File: src/rtl/wdt_pkg.sv
package wdt_pkg;
  localparam int unsigned NUM_STAGES  = 4;
  localparam int unsigned PULSE_LEN_W = 3;

  localparam int unsigned ADR_CTRL = 0;
  localparam int unsigned ADR_DIV  = 1;
  localparam int unsigned ADR_TMO0 = 2;
  localparam int unsigned ADR_FEED = 6;
  localparam int unsigned ADR_KEY  = 7;
  localparam int unsigned ADR_STAT = 8;

  typedef enum logic [1:0] {
    ACT_NONE = 2'd0,
    ACT_IRQ  = 2'd1,
    ACT_CPU  = 2'd2,
    ACT_SYS  = 2'd3
  } wdt_act_e;

  typedef struct packed {
    logic [NUM_STAGES-1:0][1:0] act;
    logic [PULSE_LEN_W-1:0]     sys_len;
    logic [PULSE_LEN_W-1:0]     cpu_len;
    logic                       edge_irq;
    logic                       boot_arm;
    logic                       enable;
  } wdt_ctrl_t;

  localparam int unsigned CTRL_W = $bits(wdt_ctrl_t);
endpackage

File: src/rtl/wdt_regs.sv
module wdt_regs
  import wdt_pkg::*;
#(
  parameter int unsigned ADDR_W   = 4,
  parameter int unsigned DIV_W    = 16,
  parameter int unsigned TMO_W    = 32,
  parameter logic [31:0] WKEY     = 32'hA5C3_0F17,
  parameter bit          BOOT_DEF = 1'b0
) (
  input  logic                                clk_i,
  input  logic                                rst_ni,
  input  logic                                we_i,
  input  logic [ADDR_W-1:0]                   addr_i,
  input  logic [31:0]                         wdata_i,
  input  logic [1:0]                          stage_i,
  output logic [31:0]                         rdata_o,
  output wdt_ctrl_t                           ctrl_o,
  output logic [DIV_W-1:0]                    div_o,
  output logic [NUM_STAGES-1:0][TMO_W-1:0]    tmo_o,
  output logic                                unlocked_o,
  output logic                                feed_o
);
  localparam logic [ADDR_W-1:0] A_CTRL = ADDR_W'(ADR_CTRL);
  localparam logic [ADDR_W-1:0] A_DIV  = ADDR_W'(ADR_DIV);
  localparam logic [ADDR_W-1:0] A_FEED = ADDR_W'(ADR_FEED);
  localparam logic [ADDR_W-1:0] A_KEY  = ADDR_W'(ADR_KEY);
  localparam logic [ADDR_W-1:0] A_STAT = ADDR_W'(ADR_STAT);

  wdt_ctrl_t                        ctrl_q;
  logic [DIV_W-1:0]                 div_q;
  logic [NUM_STAGES-1:0][TMO_W-1:0] tmo_q;
  logic                             unl_q;

  always_ff @(posedge clk_i or negedge rst_ni) begin
    if (!rst_ni) begin
      ctrl_q          <= '0;
      ctrl_q.boot_arm <= BOOT_DEF;
      div_q           <= '0;
      tmo_q           <= '0;
      unl_q           <= 1'b0;
    end else if (we_i) begin
      if (addr_i == A_KEY) unl_q <= (wdata_i == WKEY);
      if (unl_q) begin
        if (addr_i == A_CTRL) ctrl_q <= wdt_ctrl_t'(wdata_i[CTRL_W-1:0]);
        if (addr_i == A_DIV)  div_q  <= wdata_i[DIV_W-1:0];
        for (int s = 0; s < NUM_STAGES; s++) begin
          if (addr_i == ADDR_W'(ADR_TMO0 + s)) tmo_q[s] <= wdata_i[TMO_W-1:0];
        end
      end
    end
  end

  always_comb begin
    rdata_o = '0;
    if (addr_i == A_CTRL) rdata_o[CTRL_W-1:0] = ctrl_q;
    if (addr_i == A_DIV)  rdata_o[DIV_W-1:0]  = div_q;
    for (int s = 0; s < NUM_STAGES; s++) begin
      if (addr_i == ADDR_W'(ADR_TMO0 + s)) rdata_o[TMO_W-1:0] = tmo_q[s];
    end
    if (addr_i == A_KEY)  rdata_o[0]   = unl_q;
    if (addr_i == A_STAT) rdata_o[1:0] = stage_i;
  end

  assign ctrl_o     = ctrl_q;
  assign div_o      = div_q;
  assign tmo_o      = tmo_q;
  assign unlocked_o = unl_q;
  assign feed_o     = we_i && (addr_i == A_FEED);
endmodule

File: src/rtl/wdt_prescale.sv
module wdt_prescale #(
  parameter int unsigned DIV_W = 16
) (
  input  logic             clk_i,
  input  logic             rst_ni,
  input  logic             active_i,
  input  logic             restart_i,
  input  logic [DIV_W-1:0] div_i,
  output logic             tick_o
);
  logic [DIV_W-1:0] pre_q;
  logic [DIV_W-1:0] div_m1;

  assign div_m1 = (div_i == '0) ? '0 : div_i - DIV_W'(1);
  // >= keeps ticking if the divider is lowered mid-count
  assign tick_o = active_i && (pre_q >= div_m1);

  always_ff @(posedge clk_i or negedge rst_ni) begin
    if (!rst_ni)                     pre_q <= '0;
    else if (!active_i || restart_i) pre_q <= '0;
    else if (tick_o)                 pre_q <= '0;
    else                             pre_q <= pre_q + DIV_W'(1);
  end
endmodule

File: src/rtl/wdt_stage_seq.sv
module wdt_stage_seq
  import wdt_pkg::*;
#(
  parameter int unsigned TMO_W = 32
) (
  input  logic                             clk_i,
  input  logic                             rst_ni,
  input  logic                             active_i,
  input  logic                             restart_i,
  input  logic                             tick_i,
  input  logic [NUM_STAGES-1:0][TMO_W-1:0] tmo_i,
  output logic [1:0]                       stage_o,
  output logic                             expire_o
);
  logic [1:0]       stage_q;
  logic [TMO_W-1:0] cnt_q;
  logic             last;

  // zero timeout acts as one tick
  assign last     = ({1'b0, cnt_q} + (TMO_W+1)'(1)) >= {1'b0, tmo_i[stage_q]};
  assign expire_o = active_i && !restart_i && tick_i && last;
  assign stage_o  = stage_q;

  always_ff @(posedge clk_i or negedge rst_ni) begin
    if (!rst_ni) begin
      stage_q <= '0;
      cnt_q   <= '0;
    end else if (!active_i || restart_i) begin
      stage_q <= '0;
      cnt_q   <= '0;
    end else if (tick_i) begin
      if (last) begin
        stage_q <= stage_q + 2'd1;
        cnt_q   <= '0;
      end else begin
        cnt_q <= cnt_q + TMO_W'(1);
      end
    end
  end
endmodule

File: src/rtl/wdt_pulse.sv
module wdt_pulse #(
  parameter int unsigned LEN_W = 3
) (
  input  logic             clk_i,
  input  logic             rst_ni,
  input  logic             start_i,
  input  logic [LEN_W-1:0] len_i,
  output logic             pulse_o
);
  logic             busy_q;
  logic [LEN_W-1:0] cnt_q;

  always_ff @(posedge clk_i or negedge rst_ni) begin
    if (!rst_ni) begin
      busy_q <= 1'b0;
      cnt_q  <= '0;
    end else if (start_i) begin
      busy_q <= 1'b1;
      cnt_q  <= len_i;
    end else if (busy_q) begin
      if (cnt_q == '0) busy_q <= 1'b0;
      else             cnt_q  <= cnt_q - LEN_W'(1);
    end
  end

  assign pulse_o = busy_q;
endmodule

File: src/rtl/wdt_top.sv
module wdt_top
  import wdt_pkg::*;
#(
  parameter int unsigned ADDR_W   = 4,
  parameter int unsigned DIV_W    = 16,
  parameter int unsigned TMO_W    = 32,
  parameter logic [31:0] WKEY     = 32'hA5C3_0F17,
  parameter bit          BOOT_DEF = 1'b0
) (
  input  logic              clk_i,
  input  logic              rst_ni,
  input  logic              we_i,
  input  logic [ADDR_W-1:0] addr_i,
  input  logic [31:0]       wdata_i,
  output logic [31:0]       rdata_o,
  output logic              irq_o,
  output logic              cpu_rst_o,
  output logic              sys_rst_o
);
  localparam int unsigned NUM_RST = 2;

  wdt_ctrl_t                        ctrl;
  logic [DIV_W-1:0]                 div;
  logic [NUM_STAGES-1:0][TMO_W-1:0] tmo;
  logic                             unlocked;
  logic                             feed;
  logic [1:0]                       stage;
  logic                             active;
  logic                             tick;
  logic                             expire;
  wdt_act_e                         cur_act;
  logic                             irq_hit;
  logic                             irq_q;

  logic [NUM_RST-1:0]                  rst_start;
  logic [NUM_RST-1:0][PULSE_LEN_W-1:0] rst_len;
  logic [NUM_RST-1:0]                  rst_out;

  wdt_regs #(
    .ADDR_W(ADDR_W), .DIV_W(DIV_W), .TMO_W(TMO_W), .WKEY(WKEY), .BOOT_DEF(BOOT_DEF)
  ) u_regs (
    .clk_i, .rst_ni, .we_i, .addr_i, .wdata_i,
    .stage_i   (stage),
    .rdata_o,
    .ctrl_o    (ctrl),
    .div_o     (div),
    .tmo_o     (tmo),
    .unlocked_o(unlocked),
    .feed_o    (feed)
  );

  assign active = ctrl.enable || ctrl.boot_arm;

  wdt_prescale #(.DIV_W(DIV_W)) u_pre (
    .clk_i, .rst_ni,
    .active_i (active),
    .restart_i(feed),
    .div_i    (div),
    .tick_o   (tick)
  );

  wdt_stage_seq #(.TMO_W(TMO_W)) u_seq (
    .clk_i, .rst_ni,
    .active_i (active),
    .restart_i(feed),
    .tick_i   (tick),
    .tmo_i    (tmo),
    .stage_o  (stage),
    .expire_o (expire)
  );

  assign cur_act = wdt_act_e'(ctrl.act[stage]);
  assign irq_hit = expire && (cur_act == ACT_IRQ);

  always_ff @(posedge clk_i or negedge rst_ni) begin
    if (!rst_ni)               irq_q <= 1'b0;
    else if (!active || feed)  irq_q <= 1'b0;
    else if (ctrl.edge_irq)    irq_q <= irq_hit;
    else if (irq_hit)          irq_q <= 1'b1;
  end
  assign irq_o = irq_q;

  assign rst_start[0] = expire && (cur_act == ACT_CPU);
  assign rst_start[1] = expire && (cur_act == ACT_SYS);
  assign rst_len[0]   = ctrl.cpu_len;
  assign rst_len[1]   = ctrl.sys_len;

  for (genvar g = 0; g < NUM_RST; g++) begin : g_rst
    wdt_pulse #(.LEN_W(PULSE_LEN_W)) u_pulse (
      .clk_i, .rst_ni,
      .start_i(rst_start[g]),
      .len_i  (rst_len[g]),
      .pulse_o(rst_out[g])
    );
  end

  assign cpu_rst_o = rst_out[0];
  assign sys_rst_o = rst_out[1];
endmodule

File: config.mk
export PLATFORM = sky130hd
export DESIGN_NAME = wdt_top
export DESIGN_NICKNAME = d
export VERILOG_FILES = /design/src/rtl/wdt_pkg.sv /design/src/rtl/wdt_regs.sv /design/src/rtl/wdt_prescale.sv /design/src/rtl/wdt_stage_seq.sv /design/src/rtl/wdt_pulse.sv /design/src/rtl/wdt_top.sv
export SDC_FILE = /design/constraint.sdc
export NUM_CORES = 1
export LEC_CHECK = 0
export BUFFER_PORTS_ARGS = -buffer_cell sky130_fd_sc_hd__buf_2
export CORE_MARGIN = 2
export CORE_UTILIZATION = 62
export CTS_CLUSTER_DIAMETER = 100
export CTS_CLUSTER_SIZE = 12
export DETAILED_ROUTE_END_ITERATION = 7
export PLACE_DENSITY = 0.78
export SYNTH_ARGS = -nofsm -noshare
export SYNTH_HDL_FRONTEND = slang
export SYNTH_SLANG_ARGS = --single-unit
File: constraint.sdc
create_clock -name clk_i -period 5.65 [get_ports clk_i]
set_clock_uncertainty 0.05 [all_clocks]
set_input_delay 1.13 -clock clk_i [delete_from_list [all_inputs] [get_ports clk_i]]
set_output_delay 1.13 -clock clk_i [all_outputs]
set_load 0.03 [all_outputs]
==> impl_metrics.ini, run 1 <==
[status]
status = complete, no violations

[power]
pwr-share-seq = 0.526
finalPower_uw = 3010
swShare = 0.233
clock_power_share = 0.434
ir_worst_vdd_v = 0.000271
power_frac_comb = 0.040
p_leak_uw = 0.00683
power.switching_uw = 701
intPower_uw = 2310
powerDensity_mw_per_mm2 = 215

[floorplan]
core_area_mm2 = 0.0202
rows = 52
die_y_um = 147
die_w_um = 147
ioPinCount = 74
die_area_mm2 = 0.0217
start_util = 0.631

[clock_tree]
cts_max_level = 1
hold_buffers = 0
clock_sinks = 221
clock_latency_ps = 540
cts_tree = built
clockBufferDepth = 3
post-cts-setup-buffers = 0
numCtsBuffers = 22
cts-root-buf = clkbuf_16
clkTransAtPathRegs_ps = 60
cts_resized = 0

[setup_path]
crit_chain = buf_2, nor2b_1, and2_1, a22oi_1, nand2_1, o21ai_1, a21oi_1, buf_2
crit_path_frequent_cell = buf_2
end_kind = output pin
r2r_end = g_rst[1].u_pulse.cnt_q[0]
reg2reg_slack_ps = 1210
crit_type = in -> out
critPathMaxFanout = 25
crit_end = rdata_o[1]
rr_worst_depth = 16
required_ps = 4470
start_kind = input pin
r2r_start = u_seq.cnt_q[2]
startpoint = addr_i[0]
worst_path_max_delay_cell = and2_1
critPathArrivalTime_ps = 3370
max_stage_delay_ps = 620

[route]
dr.pass1.iters = 6
drcViolationCount = 0
drtAntennaViolNets = 0
dr.first_iter.drc_count = 916
wirelength_um = 32300
vias_per_cell = 6.43
routedWlPerCell_um = 21.8
route.vias.total = 9539

[sta]
setup_violations = 0
drv_slew = 0
tightest_slew_ps = 1200
rsz0062_at_grt = no
fmax_mhz = 220
hold_viol = 0
fin_tns_setup_ps = 0
finalHoldWorstSlack_ps = 465
period_share = 0.805
relSlewSlack = 0.196
layout_min_cycle_time_ps = 4550

[synthesis]
synth_cells = 1154
synth-simple-area-share = 0.119
synth_ff_type = dfrtp_1
synth.mux.area_fraction = 0.223
synth_compound_area_frac = 0.0896
synth-seq-cells = 221
yosys_warnings = 0
ys_async_sr_fraction = 1.00
synth_top_family_by_area = multiplexers
synth_seq_area_share = 0.433
syn_nets = 1249
synthDistinctLibCells = 65
synthTopCellsByArea = dfrtp_1, mux2_2, mux4_2
syn_avg_cell_area_um2 = 11.1
synth_top_cell_by_area = dfrtp_1
synth_xor_area_frac = 0.0398
syn_area_mm2 = 0.0128
synth_edf_count = 0
synthAdderAreaFrac = 0.0549
synth.top_cell.area_share = 0.433

[placement]
numPortBuffers = 73
dpl_cell_area_mm2 = 0.0134
place_congestion = 0.895
place_hpwl_um = 22100

[finish]
drive_gt1_frac = 0.273
antenna_cells = 0
area_delta_synth_final_pct = 9.80
fillers = 1486
final_area_mm2 = 0.0140
fin_nets = 1307

[grt]
first_global_vias = 9451
grt_max_degree = 135
antenna_found_initial = 0
gr-total-overflow = 0
grt_pass1_wl_um = 52200
grt_usage = 0.304

[hold_path]
hp-class = reg -> reg
hold-path-cell-count = 2
hp-start = u_seq.cnt_q[1]

[run]
drv_cap = 0
## layout by cell type (no fill, tap or decap), drive strengths merged, types with 3 or more instances in the layout
master	Yosys	routed
mux4	36	36
xnor2	30	30
a21oi	36	36
clkbuf	44	23
nand3b	4	4
nand3	21	21
ha	56	56
o21ai	57	57
nand4	16	16
nand2	104	104
xor2	28	28
a31oi	7	7
nand2b	11	11
buf	13	91
and3	19	19
and4	7	7
a21o	3	3
nor4b	3	3
nor4	9	9
dfrtp	221	221
mux2i	14	14
a222oi	19	19
nor2	60	60
mux2	168	168
a22o	4	4
inv	77	78
a22oi	19	19
nor3	14	14
a211oi	4	4
nor2b	4	4
and2	8	8
or3	3	3
o22ai	7	7
## logic make-up (layout without fill, tap and decap cells)
group           Yosys count  count (layout)
fa+ha+maj                56              56
flops                   221             221
mux                     218             218
buf+inv                 134             193
simple gates            293             293
compound gates          174             174
xor+xnor                 58              58
## synth_stat cells, types with 3 or more instances
master,count
a211oi_1,3
a21o_1,3
a21oi_1,36
a222oi_1,19
a22o_1,4
a22oi_1,19
a31oi_1,7
and2_1,8
and3_1,19
and4_1,7
buf_1,5
buf_2,7
clkbuf_1,44
dfrtp_1,221
ha_1,56
inv_1,76
mux2_1,7
mux2_2,161
mux2i_1,14
mux4_2,36
nand2_1,104
nand2b_1,11
nand3_1,20
nand3b_1,4
nand4_1,15
nor2_1,60
nor2b_1,4
nor3_1,14
nor4_1,6
nor4_4,3
o21ai_0,31
o21ai_1,26
o22ai_1,7
xnor2_1,30
xor2_1,28
## power by group through the flow
stage,sequential [µW],clock (µW),combinational (µW)
after floorplan,1610,0,34.9
after global placement,1610,0,118
after detailed placement,1610,0,118
after CTS,1580,1330,118
after global routing,1580,1380,129
final,1580,1310,119
## worst min path at each step
| stage | endpoint | slack (ps) |
|---|---|---|
| floorplan | u_seq.cnt_q[1] | 420 |
| global placement | u_seq.cnt_q[1] | 440 |
| detailed placement | u_seq.cnt_q[1] | 450 |
| CTS | u_seq.cnt_q[1] | 460 |
| global route | g_rst[1].u_pulse.cnt_q[1] | 500 |
| finish | u_seq.cnt_q[1] | 470 |
## registers in the layout (all words and copies together) (netlist names)
| name | flops |
|---|---|
| u_regs.tmo_o | 128 |
| u_seq.cnt_q | 32 |
| u_regs.ctrl_o | 17 |
| u_pre.pre_q | 16 |
| u_regs.div_o | 16 |
| g_rst.u_pulse.cnt_q | 6 |
| g_rst.u_pulse.pulse_o | 2 |
| u_seq.stage_o | 2 |
| irq_o | 1 |
| u_regs.unlocked_o | 1 |
## layer usage
metal,up-vias,global-route usage,wire [µm],part of all wire
li1,4284,-,-,-
met1,4771,0.449,14400,0.44
met2,406,0.467,14700,0.45
met3,78,0.0528,2340,0.072
met4,0,0.0894,923,0.029
met5,-,0,0,0
## per-stage QoR
stage          instances  setup slack [ps]  utilization
4_1_cts             1483              1200        0.692
5_1_grt             1483               869        0.692
3_3_place_gp        1458              1250        0.663
2_1_floorplan       1154              1510            -
3_5_place_dp        1458              1220        0.663
6_report            1483              1100        0.692
## cell type report
class	instances	area, µm²	share of cell area
Timing Repair Buffer	91	523	0.0373
Sequential cell	221	5530	0.395
Clock inverter	2	38.8	0.00277
Multi-Input combinational cell	799	6740	0.481
Clock buffer	23	554	0.0396
Tap cell	270	338	0.0241
Inverter	77	289	0.0206
## worst max-delay path: cells and delay by family
family                 cells  cell delay (ps)
AND/OR/NAND/NOR            3             1100
buffers and inverters      2              660
AO/OA/AOI/OAI              3              470
Note: power is estimated with default switching activity, not from simulation.
==> run 2, diff against run 1 <==
Clock period 5.65 ns to 4.45 ns, I/O delays scaled along.
==> run 2 against run 1 <==
Effect of this change:
- register-to-register slack got worse by 920 ps
- hold slack worse by 79 ps
- sequential cell count stayed put
- sequential power is 27% higher
- sequential share of layout area down 0.63 points
- non-clock buffer count increased by 21
- global-route usage up 1.2 points
- critical endpoint is now u_seq.cnt_q[0]
- critical path type is now reg -> reg
- utilization increased by 1.1 points
- combinational power increased by 33%
- highest routed layer unchanged
- count of clock-buffer cells in the layout did not move
- critical path depth increased by 7
==> impl_metrics.ini, run 2 (synthesis gave the netlist of run 1 again) <==
[grt]
gr-total-overflow = 0
grt_max_degree = 113
grt_pass1_wl_um = 53800
first_global_vias = 9798
grt_usage = 0.315
antenna_found_initial = 3

[sta]
setup_violations = 0
rsz0062_at_grt = no
final.setup.worst_slack_ps = 290
period_share = 0.935
hold_viol = 0
layout_min_cycle_time_ps = 4160
tightest_slew_ps = 898
relSlewSlack = 0.401
fmax_mhz = 240
fin_tns_setup_ps = 0
drv_slew = 0

[placement]
place_congestion = 0.868
place_hpwl_um = 23400
place_worst_setup_slack_ps = 313
numPortBuffers = 73
dpl_cell_area_mm2 = 0.0136

[setup_path]
required_ps = 4830
reg2reg_slack_ps = 290
critPathMaxFanout = 25
critPathArrivalTime_ps = 4540
end_kind = flip-flop
start_kind = flip-flop
crit_type = reg -> reg

[finish]
area_delta_synth_final_pct = 11.6
layout_common_cells = dfrtp_1, mux2_2, nand2_1
largest_reg_flops = 128
fin_nets = 1328
drive_gt1_frac = 0.286
mostFrequentLayoutCell = dfrtp_1
final_area_mm2 = 0.0142

[clock_tree]
clockBufferDepth = 3
cts-root-buf = clkbuf_16
clock_latency_ps = 530
clock_sinks = 221
cts_max_level = 1
numCtsBuffers = 22
cts_tree = built
hold_buffers = 0
clkTransAtPathRegs_ps = 70
post-cts-setup-buffers = 0

[run]
drv_cap = 0

[floorplan]
rows = 52
die_w_um = 147
ioPinCount = 74
die_y_um = 147
start_util = 0.631
core_area_mm2 = 0.0202
die_area_mm2 = 0.0217

[hold_path]
hp-class = in -> async

[route]
route.vias.total = 9775
dr.first_iter.drc_count = 1101
drtAntennaViolNets = 0
dr.pass1.iters = 8
vias_per_cell = 6.49
routedWlPerCell_um = 22.2
drcViolationCount = 0
wirelength_um = 33500

[power]
ir_worst_vdd_v = 0.000309
finalPower_uw = 3830
p_leak_uw = 0.00695
powerDensity_mw_per_mm2 = 269

[status]
status = complete, no violations
==> run 2: worst paths after layout <==
kind                                     start                to  cells after the start
worst max-delay path            u_seq.cnt_q[9]    u_seq.cnt_q[0]                     15
worst min-delay path                    rst_ni    u_pre.pre_q[4]                      1
worst max register to register  u_seq.cnt_q[9]    u_seq.cnt_q[0]                     15
worst min register to register  u_seq.cnt_q[1]    u_seq.cnt_q[1]                      2
max in group asynchronous               rst_ni  u_regs.tmo_o[21]                      2
min in group clk_i              u_seq.cnt_q[1]    u_seq.cnt_q[1]                      2
==> run 2: metal layers <==
| layer | track usage | wire length [µm] | vias to the layer above |
|---|---|---|---|
| li1 | - | - | 4338 |
| met1 | 0.456 | 13900 | 4916 |
| met2 | 0.497 | 15900 | 454 |
| met3 | 0.0528 | 2860 | 67 |
| met4 | 0.0933 | 836 | 0 |
| met5 | 0 | 0 | - |
==> run 2: metrics by stage <==
step           hold WS [ps]  instances  utilization
2_1_floorplan           418       1154            -
3_3_place_gp            434       1479        0.674
3_5_place_dp            443       1479        0.674
4_1_cts                 437       1504        0.703
5_1_grt                 463       1506        0.704
6_report                387       1506        0.704
==> run 2: power breakdown <==
group / leakage (µW) / internal, µW / switching, µW
clock: 0.000288 / 888 / 771
sequential: 0.00308 / 2010 / 0.000000416
combinational: 0.00359 / 35.9 / 122
total: 0.00695 / 2930 / 893
==> run 2: repair_timing <==
item,in CTS,in global routing
endpoints found under the hold margin,0,0
endpoints found under the setup margin,0,2
gates resized for setup,0,1
==> run 2: worst max-delay path, cell delays in order (launching register included) <==
cell and delay [ps]:
dfrtp_1 420, nand3_2 120, or3_4 430, nor4_4 420
and3_1 250, xnor2_1 150, inv_1 70, ha_1 310
nand4_1 220, nor2_1 80, o31a_1 250, a31o_2 240
a211oi_4 430, nand3b_1 180, buf_4 260, o21ai_0 200
==> run 2: final cells by class <==
cell class	instances	area, µm²
diodes	2	5.00
clock buffers	23	554
clock inverters	2	38.8
fillers	1460	6000
inverters	77	289
multi-input cells	799	6740
flip-flops and latches	221	5530
well taps	270	338
repair buffers	112	743
